--- src/rtl/lbs_pkg.sv ---
package lbs_pkg;

    typedef enum logic [1:0] {
        ST_IDLE = 2'd0,
        ST_ADDR = 2'd1,
        ST_DATA = 2'd2
    } lbs_state_e;

    // Bus width codes; code 3 behaves as 32-bit
    typedef enum logic [1:0] {
        BW_8  = 2'd0,
        BW_16 = 2'd1,
        BW_32 = 2'd2
    } lbs_width_e;

    function automatic logic [1:0] unit_shift(input logic [1:0] wcode);
        case (wcode)
            2'd0:    unit_shift = 2'd0;
            2'd1:    unit_shift = 2'd1;
            default: unit_shift = 2'd2;
        endcase
    endfunction

endpackage

--- src/rtl/lbs_addr_step.sv ---
module lbs_addr_step
    import lbs_pkg::*;
#(
    parameter int AW = 16
) (
    input  logic [AW-1:0] addr,
    input  logic [1:0]    wcode,
    output logic [AW-1:0] next_addr,
    output logic          at_quad
);

    localparam int UNIT_BITS = 2;

    logic [1:0]    shift;
    logic [AW-1:0] step;

    always_comb begin
        shift     = unit_shift(wcode);
        step      = AW'(1) << shift;
        next_addr = addr + step;
        case (shift)
            2'd0:    at_quad = (addr[UNIT_BITS-1:0] == 2'b11);
            2'd1:    at_quad = (addr[UNIT_BITS:1] == 2'b11);
            default: at_quad = (addr[UNIT_BITS+1:2] == 2'b11);
        endcase
    end

endmodule

--- src/rtl/lbs_wait_timer.sv ---
module lbs_wait_timer #(
    parameter int WW = 4
) (
    input  logic          clk,
    input  logic          rst_n,
    input  logic          load,
    input  logic [WW-1:0] load_val,
    output logic          expired
);

    logic [WW-1:0] cnt_d, cnt_q;

    always_comb begin
        cnt_d = cnt_q;
        if (load) begin
            cnt_d = load_val;
        end else if (cnt_q != '0) begin
            cnt_d = cnt_q - WW'(1);
        end
    end

    always_ff @(posedge clk) begin
        if (!rst_n) cnt_q <= '0;
        else        cnt_q <= cnt_d;
    end

    assign expired = (cnt_q == '0);

    // once loaded with a non-zero value, the count is not expired next cycle
    p_load_holds_r10: assert property (@(posedge clk) disable iff (!rst_n)
        (load && load_val != '0) |=> !expired);

endmodule

--- src/rtl/lbs_burst_seq.sv ---
module lbs_burst_seq
    import lbs_pkg::*;
#(
    parameter int AW = 16,
    parameter int CW = 8,
    parameter int WW = 4
) (
    input  logic          clk,
    input  logic          rst_n,
    input  logic          req_valid,
    input  logic [AW-1:0] req_addr,
    input  logic [CW-1:0] req_beats,
    input  logic          cfg_burst,
    input  logic          cfg_term_en,
    input  logic [1:0]    cfg_width,
    input  logic [WW-1:0] cfg_wait,
    input  logic          ready_n,
    input  logic          bterm_n,
    output logic          ads_n,
    output logic          blast_n,
    output logic [AW-1:0] la,
    output logic          busy,
    output logic          done
);

    typedef struct packed {
        lbs_state_e    state;
        logic [AW-1:0] addr;
        logic [CW-1:0] left;
        logic          burst;
        logic          term;
        logic [1:0]    wcode;
        logic [WW-1:0] waits;
        logic          done;
    } seq_regs_s;

    seq_regs_s r_d, r_q;

    logic [AW-1:0] next_addr;
    logic          at_quad;
    logic          wait_done;
    logic          term_hit;
    logic          ack;
    logic          burst_end;
    logic          final_word;
    logic          tmr_load;

    lbs_addr_step #(.AW(AW)) u_step (
        .addr      (r_q.addr),
        .wcode     (r_q.wcode),
        .next_addr (next_addr),
        .at_quad   (at_quad)
    );

    lbs_wait_timer #(.WW(WW)) u_wait (
        .clk      (clk),
        .rst_n    (rst_n),
        .load     (tmr_load),
        .load_val (r_q.waits),
        .expired  (wait_done)
    );

    always_comb begin
        final_word = (r_q.left == CW'(1));
        // single-beat modes end every beat; quad mode ends at the boundary
        burst_end  = !r_q.burst || (!r_q.term && at_quad);
        term_hit   = (r_q.state == ST_DATA) && wait_done && r_q.term && !bterm_n;
        ack        = (r_q.state == ST_DATA) && wait_done && (term_hit || !ready_n);
        tmr_load   = (r_q.state == ST_ADDR) || ack;

        r_d      = r_q;
        r_d.done = 1'b0;
        case (r_q.state)
            ST_IDLE: begin
                if (req_valid && req_beats != '0) begin
                    r_d.state = ST_ADDR;
                    r_d.addr  = req_addr;
                    r_d.left  = req_beats;
                    r_d.burst = cfg_burst;
                    r_d.term  = cfg_term_en;
                    r_d.wcode = cfg_width;
                    r_d.waits = cfg_wait;
                end
            end
            ST_ADDR: begin
                r_d.state = ST_DATA;
            end
            ST_DATA: begin
                if (ack) begin
                    r_d.left = r_q.left - CW'(1);
                    r_d.addr = next_addr;
                    if (final_word) begin
                        r_d.state = ST_IDLE;
                        r_d.done  = 1'b1;
                    end else if (term_hit || burst_end) begin
                        r_d.state = ST_ADDR;
                    end
                end
            end
            default: r_d.state = ST_IDLE;
        endcase
    end

    always_ff @(posedge clk) begin
        if (!rst_n) begin
            r_q <= '{state: ST_IDLE, addr: '0, left: '0, burst: 1'b0,
                     term: 1'b0, wcode: 2'd0, waits: '0, done: 1'b0};
        end else begin
            r_q <= r_d;
        end
    end

    assign ads_n   = !(r_q.state == ST_ADDR);
    assign blast_n = !((r_q.state == ST_DATA) && (final_word || burst_end));
    assign la      = r_q.addr;
    assign busy    = (r_q.state != ST_IDLE);
    assign done    = r_q.done;

    // an accepted request is followed by an address strobe at its address
    p_accept_ads_r2: assert property (@(posedge clk) disable iff (!rst_n)
        (!busy && req_valid && req_beats != '0) |=> (!ads_n && la == $past(req_addr)));

    // while the wait timer runs, the beat address cannot move
    p_wait_gate_r10: assert property (@(posedge clk) disable iff (!rst_n)
        ((r_q.state == ST_DATA) && !wait_done) |=> $stable(la));

    // a terminate with words left re-addresses at the next word
    p_term_readdr_r8: assert property (@(posedge clk) disable iff (!rst_n)
        ((r_q.state == ST_DATA) && wait_done && r_q.term && !bterm_n && !final_word)
        |=> (!ads_n && la == $past(next_addr)));

    // quad-mode burst reaching its boundary re-addresses
    p_quad_end_r4: assert property (@(posedge clk) disable iff (!rst_n)
        ((r_q.state == ST_DATA) && r_q.burst && !r_q.term && at_quad && ack && !final_word)
        |=> !ads_n);

    // done only comes with the block idle
    p_done_idle_r12: assert property (@(posedge clk) disable iff (!rst_n)
        done |-> !busy);

    // strobe and last-beat never overlap
    p_strobe_excl_r6: assert property (@(posedge clk) disable iff (!rst_n)
        !(!ads_n && !blast_n));

endmodule

--- config.mk ---
export PLATFORM = sky130hd
export DESIGN_NAME = lbs_burst_seq
export DESIGN_NICKNAME = d
export VERILOG_FILES = /design/src/rtl/lbs_pkg.sv /design/src/rtl/lbs_addr_step.sv /design/src/rtl/lbs_wait_timer.sv /design/src/rtl/lbs_burst_seq.sv
export SDC_FILE = /design/constraint.sdc
export NUM_CORES = 1
export LEC_CHECK = 0
export BUFFER_PORTS_ARGS = -buffer_cell sky130_fd_sc_hd__buf_2
export CAP_MARGIN = 15
export CORE_ASPECT_RATIO = 1.5
export CORE_MARGIN = 4
export CORE_UTILIZATION = 35
export CTS_CLUSTER_DIAMETER = 60
export DETAILED_ROUTE_END_ITERATION = 8
export PLACE_DENSITY = 0.68
export SLEW_MARGIN = 25
export SYNTH_ARGS = -nofsm -noshare
export SYNTH_HDL_FRONTEND = slang
export SYNTH_SLANG_ARGS = --single-unit
--- constraint.sdc ---
create_clock -name clk -period 2.2 [get_ports clk]
set_input_delay 0 -clock clk [delete_from_list [all_inputs] [get_ports clk]]
set_output_delay 0 -clock clk [all_outputs]
set_load 0.1 [all_outputs]
==> results.py <==
metrics = {
    "outcome": {
        "outcome": "finished, final reports clean",
    },
    "cts": {
        "cts_tree": "built",
        "clk_pin_slew_worst_paths_ps": 80,
        "htreeDepth": 2,
        "numCtsBuffers": 5,
        "cts_root_buf": "clkbuf_8",
        "clkSinkCount": 39,
        "clk_latency_ps": 290,
        "clk_path_buf_depth": 2,
    },
    "synth": {
        "synth_ff_type": "dfxtp_1",
        "synth.avg_cell_area_um2": 8.034,
        "synth_edf_count": 0,
        "yosys_warnings": 0,
        "synthCells": 316,
        "synth-seq-cells": 39,
        "synth_nets": 361,
        "netlist_area_um2": 2539,
        "yosysSeqAreaShare_pct": 30.75,
        "ys_types": 54,
        "synth_async_sr_flop_share_pct": 0,
    },
    "timing": {
        "hold_viol": 0,
        "skew_ps": 10.26,
        "drv_slew": 0,
        "setup_tns_ps": 0,
        "setup_viol": 0,
        "fmax_ghz": 0.4764,
        "period_minus_slack_ps": 2099,
        "fin_ws_ps": 100.9,
        "rsz0062_at_grt": "no",
        "worst_pin_slew_ps": 660.0,
        "min_period_over_period_pct": 95.41,
        "slew-limit-headroom_pct": 55.54,
    },
    "place": {
        "pre_cts_ws_ps": 100.5,
        "dp_hpwl_um": 5506,
        "gp_congestion": 0.8962,
        "io_buffer_count": 56,
        "place_inst": 437,
    },
    "cells_and_area": {
        "most-common-layout-cells": "56 x buf_2, 38 x dfxtp_1, 30 x nor2_1",
        "layout-drive-gt1-share_pct": 25.79,
        "instances_no_fill": 458,
        "antenna_cells": 0,
        "syn2layout_area_growth_pct": 22.82,
        "fin_nets": 424,
        "final_common_cell": "buf_2",
    },
    "setup_path": {
        "path_cells": "nor3b_4 > fa_2 > nand3_1 > a2111oi_2 > buf_4 > a41o_1 > a21oi_1 > a311oi_1",
        "cp_num_buf_inv": 1,
        "critPathTopFamily": "compound AO/OA/AOI/OAI gates",
        "crit_slowest_cell": "dfxtp_2",
        "cp-end-kind": "register",
        "criticalPathCategory": "reg -> reg",
        "path_max_fanout": 7,
        "max_stage_delay_ps": 380,
        "required_ps": 2400,
        "critPathArrivalTime_ps": 2300,
        "crit_cells": 8,
        "crit_path_start_kind": "register",
        "reg2reg_depth": 8,
    },
    "route": {
        "finalWirelength_um": 7404,
        "dr.pass1.iters": 5,
        "remaining_drc_errors": 0,
        "viasPerCell": 5.675,
        "first_iter_violations": 210,
        "drtAntennaViolNets": 0,
        "vias": 2599,
        "routedWlPerCell_um": 16.17,
    },
    "global_route": {
        "grt_pass1_wl_um": 12150,
        "grt_max_degree": 31,
        "first_global_vias": 2567,
        "grt_usage_pct": 17.19,
        "gr-total-overflow": 0,
        "antenna_found_initial": 0,
    },
    "die": {
        "num_rows": 37,
        "die_h_um": 112.3,
        "start_util_pct": 36.56,
        "die_w_um": 77.54,
        "core_um2": 6944,
        "ios": 57,
        "dieArea_um2": 8708,
    },
    "worst_hold_path": {
        "whs_path_depth": 3,
        "hp-class": "in -> reg",
    },
    "power_and_ir_drop": {
        "leakage_nw": 1.319,
        "power_density_nw_per_um2": 965.3,
        "max-vdd-ir-drop_v": 0.0006598,
    },
    "run": {
        "maxCapViolCount": 0,
    },
}
[stage by stage]
step / util, % / hold WS, ps / total power, W / instance area, um2
floorplan: - / 147.1 / 0.002219 / 2539
global route: 44.90 / 18.99 / 0.003205 / 3118
finish: 44.90 / 2.318 / 0.003010 / 3118
global placement: 41.64 / 236.7 / 0.002488 / 2892
CTS: 44.54 / 3.877 / 0.003010 / 3093
detailed placement: 41.64 / 243.1 / 0.002507 / 2892
[layout make-up]
type | count | area (um2)
Clock buffer | 7 | 76.32
Clock inverter | 1 | 5.005
Fill cell | 739 | 3826
Inverter | 13 | 48.80
Multi-Input combinational cell | 228 | 1515
Sequential cell | 39 | 782.0
Tap cell | 78 | 97.59
Timing Repair Buffer | 92 | 593.1
[sequential cells by signal (all words and copies together), names as in the netlist]
register,flops
la,16
done,1
r_q,18
u_wait.cnt_q,4
[power by group]
part / leakage [nW] / switching, W / total, W / internal, W
clock: 0.0422 / 0.000260 / 0.000483 / 0.000223
sequential: 0.322 / 0.000132 / 0.000967 / 0.000835
combinational: 0.955 / 0.00104 / 0.00156 / 0.000522
total: 1.32 / 0.00143 / 0.00301 / 0.00158
[per-layer routing]
metal / vias up / GRT usage [%] / part of all wire, %
li1: 1272 / - / -
met3: 12 / 2.889 / 4.3
met1: 1239 / 19.91 / 41
met4: 0 / 6.532 / 1.8
met2: 76 / 31.16 / 52
met5: - / 0 / 0
[kinds of logic after synthesis]
family,share of synthesized area [%]
compound gates,26.42
buf+inv,10.20
other cells,0.1477
flops,30.75
fa+ha+maj,4.238
mux,4.781
xor+xnor,2.070
simple gates,21.39
[cell usage after synthesis (4+ instances only)]
cell type  count  area share (%)
nand3_1       12             2.4
buf_4         17             5.0
a21oi_1       29             5.7
nor3_1        14             2.8
nand2b_1       4            0.99
inv_1         13             1.9
nor4_1         6             1.5
a311oi_1      10             3.4
o21ai_0       19             3.7
a31oi_1        6             1.5
nand2_1       12             1.8
nor2_1        30             4.4
dfxtp_1       39              31
mux2i_1       11             4.3
ha_1           7             3.4
nor2b_1        4            0.99
xnor2_1        6             2.1
clkbuf_1      14             2.1
o211a_1        5             2.0
o31ai_1        5             1.5
[tightest hold or removal path, cell delays in order]
cell	delay, ps
buf_2	80
a311oi_1	60
nor3_1	110
[path summary, 6_finish.rpt]
kind	startpoint	endpoint	slack (ps)
setup / recovery	r_q[6]	la[14]	100
hold / removal	req_addr[2]	la[2]	2
setup reg to reg	r_q[6]	la[14]	100
hold reg to reg	r_q[1]	r_q[1]	500
[what timing repair did]
item / in CTS / in global routing
setup buffers: 0 / 1
endpoints found under the hold margin: 12 / 0
hold buffers: 12 / 0
gates resized for setup: 0 / 5
endpoints found under the setup margin: 0 / 2
Note: power is estimated with default switching activity, not from simulation.
